<file path="config.mk">
export PLATFORM = sky130hd
export DESIGN_NAME = uart_cfg_gate
export DESIGN_NICKNAME = d
export VERILOG_FILES = /design/src/rtl/uart_cfg_pkg.sv /design/src/rtl/uart_cfg_ctrl.sv /design/src/rtl/uart_cfg_regs.sv /design/src/rtl/uart_cfg_gate.sv
export SDC_FILE = /design/constraint.sdc
export NUM_CORES = 1
export LEC_CHECK = 0
export ABC_AREA = 1
export BUFFER_PORTS_ARGS = -buffer_cell sky130_fd_sc_hd__buf_2
export CORE_ASPECT_RATIO = 1.2
export CORE_MARGIN = 3
export CORE_UTILIZATION = 48
export CTS_BUF_LIST = sky130_fd_sc_hd__clkbuf_4
export CTS_CLUSTER_SIZE = 14
export DETAILED_ROUTE_END_ITERATION = 16
export GPL_TIMING_DRIVEN = 0
export PLACE_DENSITY = 0.86
export SLEW_MARGIN = 10
export SYNTH_ARGS = -nofsm -noshare
export SYNTH_HDL_FRONTEND = slang
export SYNTH_SLANG_ARGS = --single-unit
</file>
<file path="constraint.sdc">
create_clock -name clk -period 1.4 [get_ports clk]
set_input_delay 0.07 -clock clk [delete_from_list [all_inputs] [get_ports clk]]
set_output_delay 0.07 -clock clk [all_outputs]
set_load 0.01 [all_outputs]
</file>
<file path="src/rtl/uart_cfg_pkg.sv">
package uart_cfg_pkg;
  localparam int ADDR_W  = 2;
  localparam int DATA_W  = 32;
  localparam int BAUD_W  = 24;
  localparam int CTRL_W  = 8;
  localparam int PINS_W  = 2;

  localparam logic [ADDR_W-1:0] ADDR_ENABLE = 2'd0;
  localparam logic [ADDR_W-1:0] ADDR_CTRL   = 2'd1;
  localparam logic [ADDR_W-1:0] ADDR_PINS   = 2'd2;
  localparam logic [ADDR_W-1:0] ADDR_BAUD   = 2'd3;

  // control register, bit 0 at the bottom
  typedef struct packed {
    logic twoStop;
    logic parityEn;
    logic finishOnHalt;
    logic intClk;
    logic loopSel;
    logic rxEn;
    logic txEn;
    logic softRstN;
  } ctrlReg_t;

  // settings presented to the serial core
  typedef struct packed {
    logic [BAUD_W-1:0] baud;
    logic              twoStop;
    logic              parityEn;
    logic              finishOnHalt;
    logic              intClk;
    logic              loopSel;
  } coreCfg_t;

  // strobes from bus control to register datapath
  typedef struct packed {
    logic wrEnable;
    logic wrCtrl;
    logic wrPins;
    logic wrBaud;
    logic rdOn;
  } busStrobe_t;
endpackage

</file>
<file path="src/rtl/uart_cfg_ctrl.sv">
module uart_cfg_ctrl
  import uart_cfg_pkg::*;
(
  input  logic              busSel,
  input  logic              busWr,
  input  logic [ADDR_W-1:0] busAddr,
  input  logic              modEnable,
  output busStrobe_t        strobe
);
  logic wrAny;
  logic wrOpen;

  always_comb begin
    wrAny  = busSel & busWr;
    wrOpen = wrAny & modEnable;
    strobe.wrEnable = wrAny  && (busAddr == ADDR_ENABLE);
    strobe.wrCtrl   = wrOpen && (busAddr == ADDR_CTRL);
    strobe.wrPins   = wrOpen && (busAddr == ADDR_PINS);
    strobe.wrBaud   = wrOpen && (busAddr == ADDR_BAUD);
    strobe.rdOn     = busSel & ~busWr;
  end
endmodule

</file>
<file path="src/rtl/uart_cfg_regs.sv">
module uart_cfg_regs
  import uart_cfg_pkg::*;
(
  input  logic              clk,
  input  logic              rstN,
  input  busStrobe_t        strobe,
  input  logic [ADDR_W-1:0] busAddr,
  input  logic [DATA_W-1:0] busWdata,
  output logic [DATA_W-1:0] busRdata,
  input  logic              coreTx,
  input  logic              rxPin,
  output logic              modEnable,
  output logic              coreInReset,
  output logic              txRun,
  output logic              rxRun,
  output coreCfg_t          coreCfg,
  output logic              pinSerial,
  output logic              txPin,
  output logic              coreRx
);
  logic              enableQ;
  ctrlReg_t          ctrlQ;
  logic [PINS_W-1:0] pinsQ;
  logic [BAUD_W-1:0] baudQ;
  coreCfg_t          appliedQ;
  coreCfg_t          liveCfg;
  logic              enableNext;
  logic              running;

  always_comb begin
    enableNext = strobe.wrEnable ? busWdata[0] : enableQ;
    running    = enableQ & ctrlQ.softRstN;
    liveCfg.baud         = baudQ;
    liveCfg.twoStop      = ctrlQ.twoStop;
    liveCfg.parityEn     = ctrlQ.parityEn;
    liveCfg.finishOnHalt = ctrlQ.finishOnHalt;
    liveCfg.intClk       = ctrlQ.intClk;
    liveCfg.loopSel      = ctrlQ.loopSel;
  end

  always_ff @(posedge clk or negedge rstN) begin
    if (!rstN) begin
      enableQ  <= 1'b0;
      ctrlQ    <= '0;
      pinsQ    <= '0;
      baudQ    <= '0;
      appliedQ <= '0;
    end else begin
      enableQ <= enableNext;
      if (!enableNext) begin
        ctrlQ <= '0;
        pinsQ <= '0;
        baudQ <= '0;
      end else begin
        if (strobe.wrCtrl) ctrlQ <= ctrlReg_t'(busWdata[CTRL_W-1:0]);
        if (strobe.wrPins) pinsQ <= busWdata[PINS_W-1:0];
        if (strobe.wrBaud) baudQ <= busWdata[BAUD_W-1:0];
      end
      if (running) appliedQ <= liveCfg;
    end
  end

  always_comb begin
    modEnable   = enableQ;
    coreInReset = ~running;
    txRun       = running & ctrlQ.txEn;
    rxRun       = running & ctrlQ.rxEn;
    coreCfg     = running ? liveCfg : appliedQ;
    if (coreCfg.baud == '0) coreCfg.baud = BAUD_W'(1);
    pinSerial   = &pinsQ;
    if (coreCfg.loopSel) begin
      txPin  = 1'b1;
      coreRx = coreTx;
    end else if (pinSerial) begin
      txPin  = coreTx;
      coreRx = rxPin;
    end else begin
      txPin  = 1'b1;
      coreRx = 1'b1;
    end
  end

  always_comb begin
    busRdata = '0;
    if (strobe.rdOn) begin
      unique case (busAddr)
        ADDR_ENABLE: busRdata[0]          = enableQ;
        ADDR_CTRL:   busRdata[CTRL_W-1:0] = ctrlQ;
        ADDR_PINS:   busRdata[PINS_W-1:0] = pinsQ;
        default:     busRdata[BAUD_W-1:0] = baudQ;
      endcase
    end
  end
endmodule

</file>
<file path="src/rtl/uart_cfg_gate.sv">
module uart_cfg_gate
  import uart_cfg_pkg::*;
(
  input  logic              clk,
  input  logic              rstN,
  input  logic              busSel,
  input  logic              busWr,
  input  logic [ADDR_W-1:0] busAddr,
  input  logic [DATA_W-1:0] busWdata,
  output logic [DATA_W-1:0] busRdata,
  input  logic              coreTx,
  input  logic              rxPin,
  output logic              coreInReset,
  output logic              txRun,
  output logic              rxRun,
  output logic              loopOn,
  output logic              clkIntSel,
  output logic              finishOnHalt,
  output logic              parityEn,
  output logic              twoStop,
  output logic [BAUD_W-1:0] baudDiv,
  output logic              pinSerial,
  output logic              txPin,
  output logic              coreRx
);
  busStrobe_t strobe;
  coreCfg_t   coreCfg;
  logic       modEnable;

  uart_cfg_ctrl u_ctrl (
    .busSel    (busSel),
    .busWr     (busWr),
    .busAddr   (busAddr),
    .modEnable (modEnable),
    .strobe    (strobe)
  );

  uart_cfg_regs u_regs (
    .clk         (clk),
    .rstN        (rstN),
    .strobe      (strobe),
    .busAddr     (busAddr),
    .busWdata    (busWdata),
    .busRdata    (busRdata),
    .coreTx      (coreTx),
    .rxPin       (rxPin),
    .modEnable   (modEnable),
    .coreInReset (coreInReset),
    .txRun       (txRun),
    .rxRun       (rxRun),
    .coreCfg     (coreCfg),
    .pinSerial   (pinSerial),
    .txPin       (txPin),
    .coreRx      (coreRx)
  );

  assign loopOn       = coreCfg.loopSel;
  assign clkIntSel    = coreCfg.intClk;
  assign finishOnHalt = coreCfg.finishOnHalt;
  assign parityEn     = coreCfg.parityEn;
  assign twoStop      = coreCfg.twoStop;
  assign baudDiv      = coreCfg.baud;
endmodule

</file>
==> results.md, run 1 <==
Status:
- The flow ran to the end, but the final reports show violations.
- The checks that failed: setup timing.

Worst hold path:
- The worst min-delay path class is in -> reg.

Timing:
- After layout, the worst setup slack is -0.717 ns.
- The number of pins with negative max-slew slack in the final report was 0.
- The clock period minus worst slack is 2.12 ns.
- The relative slew slack is 47.5%.
- The clock skew after layout is 0.0199 ns.
- Setup repair after global routing could not meet its margin everywhere.
- Setup violations remaining at the end of the flow were counted as 71.
- For the pin with the worst max-slew slack, the measured transition is 0.787 ns.
- Dividing the final minimum period by the clock period gives 151%.
- Static timing analysis puts the maximum clock frequency at 472 MHz.
- The final hold violation count is 0.

Logic synthesis:
- The area share of the largest cell type after synthesis is 47.8%.
- After synthesis, the most frequently instantiated cells are 138 x nand2_1, 64 x dfrtp_1, 35 x nand2_2.
- The number of warnings issued by yosys is 0.
- Yosys attributes the largest share of cell area to dfrtp_1 48%, nand2_1 15%, nand2_2 6.5%.
- The async set or reset register ratio after synthesis is 100%.
- dfrtp_1 takes more of the synthesized area than any other cell.
- In this run the mean area of a mapped cell was 8.27 um2.
- The post-synthesis cell type count is 27.
- The number of flops mapped to enable cells by yosys is 0.
- The flip-flop cell with the highest count after synthesis is dfrtp_1.
- The synthesized area is 0.00335 mm2.
- The cell with the most instances after synthesis is nand2_1.
- The share of the Yosys chip area taken by registers is 47.8%.
- The synthesis-stage register bit count is 64.
- Counting every instance in the synthesized netlist gives 405.

Placed design:
- The total half-perimeter wirelength after legalization and detailed placement is 6340 um.
- Port buffering added 90 buffers.
- Once placement finished, the instance area stood at 0.00394 mm2.
- The routability congestion estimate from global placement is 0.849.
- OpenSTA, run right after detailed placement, puts the worst setup slack at -0.272 ns.

Worst setup path:
- STA puts the critical path data arrival time at 2.05 ns.
- By instance count, the cell type seen most on the critical path is nand2_1.
- The critical path in this run is classified as reg -> out.
- Traced cell by cell, the critical path runs through buf_4 > buf_4 > nand3_2 > nand2_1 > nor2_1 > nand2_1 > nor2_1 > nand3_1 > nand2_1 > buf_2.
- Setup slack on the worst reg-to-reg path comes out at -0.13 ns.
- The worst setup path is captured at an output pin.
- The kind of start point of the critical path is a flop.
- On the worst path, the slowest cell contributes a delay of 0.47 ns.
- The data required time at the worst endpoint is 1.33 ns.
- In this run the worst path has a maximum fanout of 4.
- For this design, the slowest cell found on the critical path is dfrtp_2.

Final layout:
- The net count of the finished layout is 598.
- The final design instance area without fill is 0.00477 mm2.
- The total inserted antenna cells is 0.
- The multi-input combinational cells in the finished layout cover a total of 0.00165 mm2.
- The storage element area is 0.00160 mm2.
- The count of filler cells inserted in the layout is 491.
- The fraction of layout cells with a size suffix above 1 is 43.7%.
- Compared with the post-synthesis result, the final layout area differs by 42.5%.

Detailed routing:
- The wire length per cell is 15.1 um.
- The via density per instance is 5.07.
- Once detail routing completed, the nets flagged for antenna violations numbered 0.
- In this run, the number of DRC markers left after iteration 0 of detailed routing was 275.
- The count of vias placed by the detailed router is 3273.
- For this run, design rule violations remaining after detail routing come to 0.
- The total detailed-routing wirelength is 9770 um.
- The detailed-routing iteration count for the pre-antenna-repair pass is 5.

Power:
- The switching component of the power is 2.52 mW.
- The share of total power in the clock network is 15.9%.
- In this run, flip-flops and latches consume 38.5% of the power.
- The relative contribution of combinational cells to total power is 45.6%.
- The cell-internal power is 3.86 mW.
- The reported leakage power is 2.66 nW.
- The total chip power is 6.37 mW.
- The switching fraction of total power is 39.5%.
- For this design the ratio of total power to cell area is 1330 mW/mm2.
- VDD sags by at most 0.954 mV.

Floorplan:
- The initial utilization of the core area, before any placement, comes to 50.7%.
- The die is 97.5 um tall.
- The floorplan step defined a die boundary enclosing 0.00802 mm2.
- The x dimension of the die is 82.3 um.
- The number of top-level design ports is 107.
- The floorplan core area is 0.00661 mm2.
- After floorplanning, the core was divided into 32 placement rows.

Clocking:
- The TritonCTS clock tree is done.
- Clock-pin slew was measured on the worst setup and hold paths at 0.12 ns.
- CTS placed an instance of clkbuf_4 at the clock tree root.
- At the later pin of the worst-skew pair, clock insertion delay measures 0.43 ns.
- The number of buffers inserted during clock tree synthesis is 9.
- The number of buffers on the longest clock path is 2.
- The tree built by TritonCTS fans out to 64 sinks.
- The clock tree synthesis step divided the H-tree into 3 levels.

GRT:
- The via count of the first global-routing pass is 3157.
- Entering global routing, the biggest net connects 65 pins.
- The number of antenna violations at the first check in global routing was 0.
- The overall track demand over capacity in global routing is 23.7%.
- The total congestion overflow is 0.
- The wire length of the first global-routing pass is 14600 um.

Job:
- The number of max-capacitance violations reported is 0.
-- kinds of logic (layout without fill, tap and decap cells) --
| logic type | count (synthesis) | count (layout) | synth area share [%] |
|---|---|---|---|
| and+or+nand+nor | 243 | 244 | 33.0 |
| buffers and inverters | 56 | 204 | 8.70 |
| DFF | 64 | 64 | 47.8 |
| AOI/OAI and AO/OA | 37 | 37 | 9.04 |
| muxes | 4 | 4 | 1.34 |
| other | 1 | 8 | 0.112 |
-- registers in the layout, indices dropped and copies added (netlist names) --
| signal | cells |
|---|---|
| u_regs.ctrlQ | 8 |
| u_regs.pinsQ | 2 |
| u_regs.appliedQ | 29 |
| u_regs.modEnable | 1 |
| u_regs.baudQ | 24 |
-- stage by stage --
| step | setup TNS, ns | instances | util [%] | hold slack, ns |
|---|---|---|---|---|
| detailed placement | -1.90 | 587 | 59.6 | 0.208 |
| finish | -11.88 | 646 | 72.3 | 0.0961 |
| CTS | -7.64 | 637 | 67.5 | 0.0633 |
| global placement | -1.55 | 587 | 59.6 | 0.281 |
| floorplan | 0 | 412 | - | -0.226 |
| global route | -15.82 | 646 | 72.3 | 0.106 |
-- cell type report --
cell class                      instances  area share [%]
Timing Repair Buffer                  134            20.0
Tap cell                               85            2.23
Multi-Input combinational cell        293            34.5
Clock inverter                          3           0.236
Clock buffer                           11            1.73
Inverter                               32            2.78
Buffer                                 24            4.93
Sequential cell                        64            33.6
-- routing by layer --
| layer | part of all wire (%) | wire, um | track usage [%] |
|---|---|---|---|
| met1 | 37 | 3630 | 29.3 |
| met2 | 51 | 4970 | 39.9 |
| met3 | 8.1 | 787 | 5.84 |
| met4 | 3.9 | 378 | 6.91 |
| met5 | 0 | 0 | 0 |
-- critical path: cells and delay by family, from the launching register on --
| kind | cells | cell delay (ns) |
|---|---|---|
| flops | 1 | 0.47 |
| simple gates | 7 | 0.73 |
| buf+inv | 3 | 0.42 |
-- power groups by stage --
| stage | Clock (mW) | Sequential, mW | Combinational, mW |
|---|---|---|---|
| floorplan | 0 | 2.39 | 1.42 |
| global placement | 0 | 2.43 | 2.07 |
| detailed placement | 0 | 2.44 | 2.13 |
| CTS | 1.00 | 2.41 | 2.37 |
| global route | 1.10 | 2.50 | 3.17 |
| finish | 1.01 | 2.46 | 2.90 |
-- placed cells by master (no fill, tap or decap), types with 2 or more instances in the layout --
cell	netlist	routed
clkbuf_4	0	11
dlygate4sd3_1	0	26
o21ai_2	1	4
inv_2	6	4
nor2_1	32	27
buf_12	2	5
clkinv_1	0	3
buf_6	0	18
inv_1	25	23
nand3_1	25	19
a21oi_1	6	5
mux2_4	0	4
nor2_8	2	2
nor2_4	2	4
nor3_1	5	4
buf_4	9	22
clkbuf_1	3	2
nor2_2	2	6
conb_1	1	8
nand2_4	2	5
nand2_1	138	125
nand3_2	0	6
dfrtp_1	64	62
nand2_2	35	45
buf_2	10	83
inv_4	1	5
o31ai_2	14	13
dfrtp_2	0	2
o21ai_1	6	9
-- repair_timing --
action	4_1_cts	5_1_grt
hold buffers	26	0
endpoints found under the setup margin	42	72
pin swaps	5	13
gates resized for setup	23	71
setup buffers	9	8
endpoints found under the hold margin	98	0
gates cloned	1	1
-- worst paths after layout --
| kind | startpoint | end | cells past startpoint |
|---|---|---|---|
| setup / recovery | u_regs.ctrlQ[0]$_DFFE_PN0P_ | baudDiv[0] | 10 |
| setup reg to reg | u_regs.modEnable$_DFF_PN0_ | u_regs.baudQ[7]$_DFFE_PN0P_ | 9 |
| hold / removal | busAddr[1] | u_regs.pinsQ[1]$_DFFE_PN0P_ | 5 |
| max in group asynchronous | rstN | u_regs.modEnable$_DFF_PN0_ | 2 |
| min in group asynchronous | rstN | u_regs.ctrlQ[1]$_DFFE_PN0P_ | 2 |
| hold reg to reg | u_regs.appliedQ[14]$_DFF_PN0_ | u_regs.appliedQ[14]$_DFF_PN0_ | 2 |
No activity file was read; power rests on OpenSTA's default activity.
==> run 2: changes to the inputs <==
--- a/config.mk
+++ b/config.mk
@@ -8,13 +8,13 @@
 export ABC_AREA = 1
 export BUFFER_PORTS_ARGS = -buffer_cell sky130_fd_sc_hd__buf_2
 export CORE_ASPECT_RATIO = 1.2
-export CORE_MARGIN = 3
-export CORE_UTILIZATION = 48
+export CORE_MARGIN = 2
+export CORE_UTILIZATION = 53
 export CTS_BUF_LIST = sky130_fd_sc_hd__clkbuf_4
 export CTS_CLUSTER_SIZE = 14
 export DETAILED_ROUTE_END_ITERATION = 16
 export GPL_TIMING_DRIVEN = 0
-export PLACE_DENSITY = 0.86
+export PLACE_DENSITY = 0.9
 export SLEW_MARGIN = 10
 export SYNTH_ARGS = -nofsm -noshare
 export SYNTH_HDL_FRONTEND = slang
==> constraint.sdc (replaced) <==
create_clock -name clk -period 2.35 [get_ports clk]
set_input_delay 0.1175 -clock clk [delete_from_list [all_inputs] [get_ports clk]]
set_output_delay 0.1175 -clock clk [all_outputs]
set_load 0.01 [all_outputs]
==> run 2 against run 1 <==
  * The flow finishes with violations (hold timing)
  * Via count decreased by 3.9%
  * Sequential cell count unchanged
  * Sequential power decreased by 41%
  * Largest power group is now registers
  * Wire length decreased by 12%
  * Highest routed layer unchanged
  * Combinational power decreased by 55%
  * Utilization decreased by 1.9 points
  * First-iteration DRC count decreased by 30%
  * Clock skew decreased by 0.012 ns
  * Largest cell class is now sequential cells
  * Register-to-register slack improved by 0.81 ns
  * Sequential share of layout area increased by 3.8 points
==> results.md, run 2 (synthesis gave the netlist of run 1 again) <==
Status:
- The flow ran to the end, but the final reports show violations.
- The final reports fail on hold timing.

GRT:
- The via count of the first global-routing pass was 3106 (-1.6%).
- The total congestion overflow is 0 (unchanged).
- The number of antenna violations at the first check in global routing came to 0 (unchanged).
- The overall track demand over capacity in global routing is 25.8% (+2.1 points).
- The wire length of the first global-routing pass was 14100 um (-3.6%).
- The largest net degree at the start of global routing came to 65 (unchanged).

Detailed routing:
- The residual antenna-violating net count after detailed routing is 0 (unchanged).
- The detailed-routing iteration count for the pre-antenna-repair pass was 7 (+2).
- The initial DRC count is 193 (-30%).
- The count of vias placed by the detailed router was 3144 (-3.9%).
- The wire length per cell is 13.8 um (-8.8%).
- The total detailed-routing wirelength is 8580 um (-12%).
- The post-route DRC violation count is 0 (unchanged).
- The via density per instance is 5.05 (-0.23%).

Clocking:
- The hold buffer count at cts is 23 (-12%).
- The clock edge transition at the registers on the reported setup and hold paths is 0.10 ns (-0.02 ns).
- The number of buffers on the longest clock path is 2 (unchanged).
- TritonCTS built the clock tree.
- The setup fix buffers added after clock tree synthesis is 0 (-9).
- The insertion delay of the later-clocked pin in the worst-skew pair is 0.42 ns (about the same).
- The number of buffers inserted during clock tree synthesis is 9 (unchanged).
- The H-tree depth reported by CTS is 3 (unchanged).
- The number of gates resized after cts is 0 (-100%).
- The count of clock tree sinks is 64 (unchanged).
- The clock tree root driver cell is clkbuf_4.

Power:
- The power share of the sequential group is 41.6% (+3.1 points).
- The cell-internal power was 2.12 mW (-45%).
- The switching component of the power is 1.33 mW (-47%).
- The switching fraction of total power is 38.4% (-1.0 points).
- The share of total power in the clock network came to 20.7% (+4.8 points).
- The power density over the cells is 805 mW/mm2 (-40%).
- The relative contribution of combinational cells to total power is 37.7% (-7.9 points).
- The reported leakage power is 2.47 nW (-7.1%).
- The largest vdd supply drop came to 0.621 mV (-35%).
- The total chip power is 3.45 mW (-46%).

Worst setup path:
- Walking the worst path, the cells encountered are nand2_1 > buf_2 > buf_2 > mux2_2 > buf_2.
- The slowest stage of the critical path belongs to the cell dfrtp_1.
- The endpoint arrival time on the critical path is 2.13 ns (+0.08 ns).
- Among cell families on the critical path, the largest total delay comes from buffers and inverters.
- The data required time at the worst endpoint is 2.23 ns (+0.90 ns).
- The largest fanout on the critical path is 10 (+6).
- STA classifies the critical path startpoint as a flop.
- The highest cell delay on the worst timing path is 0.44 ns (-0.03 ns).
- The worst setup path is of the reg -> out kind.
- The critical path endpoint category is an output pin.
- By instance count, the cell type seen most on the critical path is buf_2.
- The count of buffering cells on the critical path with inverters included is 3 (unchanged).

Placed design:
- The number of buffer cells added on primary ports was 90 (unchanged).
- The routability congestion estimate from global placement is 0.838 (-1.2%).
- The total half-perimeter wirelength after legalization and detailed placement is 6060 um (-4.5%).

Worst hold path:
- The worst hold path belongs to the class in -> reg.

Floorplan:
- The x dimension of the die is 76.6 um (-6.9%).
- The number of core rows is 31 (-3.1%).
- The number of top-level design ports is 107 (unchanged).
- The die area was 0.00697 mm2 (-13%).
- The die height came to 91.1 um (-6.6%).
- The initial core utilization is 55.0% (+4.3 points).
- The floorplan core area is 0.00609 mm2 (-7.8%).

Timing:
- The clock skew after layout is 0.00772 ns (-0.0121 ns).
- The final hold violation count is 2 (+2).
- The relative slew slack is 47.4% (-0.18 points).
- The routed design could run at a clock period as short as 2.25 ns.
- The worst-margin pin slew is 0.790 ns (+0.00273 ns).
- The total negative slack came to 0 ns (+11.88 ns).
- The final number of setup-violating endpoints is 0 (-100%).
- The tightest hold margin was -0.00674 ns (-0.103 ns).
- Setup repair after global routing left no endpoint under its margin.
- The ratio of final minimum period to clock period is 95.6%.
- The upper clock frequency limit is 445 MHz.
- The number of pins with negative max-slew slack in the final report is 0 (unchanged).

Final layout:
- Leaving out fill and tap cells, the most frequent cells in the layout are 138 x nand2_1, 99 x buf_2, 64 x dfrtp_1.
- The register bank with the most flops is u_regs.appliedQ.
- The total inserted antenna cells is 0 (unchanged).
- The number of flip-flops in the largest register was 29 (unchanged).
- The fraction of layout cells with a size suffix above 1 is 35.9% (-7.7 points).
- The count of filler cells inserted in the layout is 484 (-1.4%).
- The most common library cell in the layout ignoring fill and taps is nand2_1.
- The layout net count is 576 (-3.7%).
- The largest registers in the layout are u_regs.appliedQ (29), u_regs.baudQ (24), u_regs.ctrlQ (8).
- The layout overhead on the synthesized area is 27.9%.

Job:
- The number of max-capacitance violations reported is 0 (unchanged).
[run 2: cell types whose count changed in the layout (fill, tap and decap cells not counted), moves of 6 or more]
cell / before / now
nand2_1: 125 / 138
o21ai_0: 1 / 7
nand3_1: 19 / 25
nand2_2: 45 / 35
buf_6: 18 / 0
buf_4: 22 / 10
nand3_2: 6 / 0
buf_2: 83 / 99
[run 2: path summary, 6_finish.rpt]
path                                                    from                            to  slack, ns  cells after the start
max in group asynchronous                               rstN  u_regs.baudQ[19]$_DFFE_PN0P_       1.52                      2
worst min register to register  u_regs.baudQ[21]$_DFFE_PN0P_  u_regs.baudQ[21]$_DFFE_PN0P_       0.50                      2
worst max-delay path             u_regs.ctrlQ[0]$_DFFE_PN0P_                       twoStop       0.10                      5
min in group asynchronous                               rstN  u_regs.appliedQ[4]$_DFF_PN0_       0.30                      2
worst max register to register   u_regs.ctrlQ[0]$_DFFE_PN0P_  u_regs.appliedQ[4]$_DFF_PN0_       0.68                      4
worst min-delay path                             busWdata[6]   u_regs.baudQ[6]$_DFFE_PN0P_     -0.007                      3
[run 2: worst register-to-register path, stage by stage (launching register included)]
cell	delay (ns)
dfrtp_1	0.44
nand2_1	0.17
buf_2	0.29
buf_2	0.29
mux2_2	0.38
[run 2: layer usage]
layer	global-route usage [%]	share of wire (%)	vias up
met1	30.5	41	1466
met5	0	0	-
li1	-	-	1519
met2	45.4	51	143
met4	10.8	1.9	0
met3	5.57	6.8	16
[run 2: area by class of cell]
class	count	area [um2]	share of cell area, %
repair buffers	113	683	15.9
clock buffers	10	75.1	1.75
flip-flops and latches	64	1600	37.4
plain buffers	24	169	3.94
multi-input cells	292	1480	34.6
inverters	32	123	2.86
well taps	82	103	2.39
clock inverters	5	48.8	1.14
[run 2: power groups by stage]
stage / Sequential, mW / Combinational (mW) / Clock (mW)
after floorplan: 1.42 / 0.841 / 0
after global placement: 1.44 / 1.23 / 0
after detailed placement: 1.46 / 1.26 / 0
after CTS: 1.43 / 1.29 / 0.716
after global routing: 1.45 / 1.44 / 0.758
final: 1.44 / 1.30 / 0.714
[run 2: metrics by stage]
step / util [%] / instance area, um2 / cells / worst slack, ns / hold WS (ns)
after floorplan: - / 3380 / 412 / 0.913 / -0.178
after global placement: 64.5 / 3930 / 584 / 0.611 / 0.324
after detailed placement: 64.6 / 3930 / 584 / 0.569 / 0.251
after CTS: 70.4 / 4290 / 622 / 0.113 / 0.000695
after global routing: 70.4 / 4290 / 622 / 0.0231 / 0.0222
final: 70.4 / 4290 / 622 / 0.104 / -0.00674
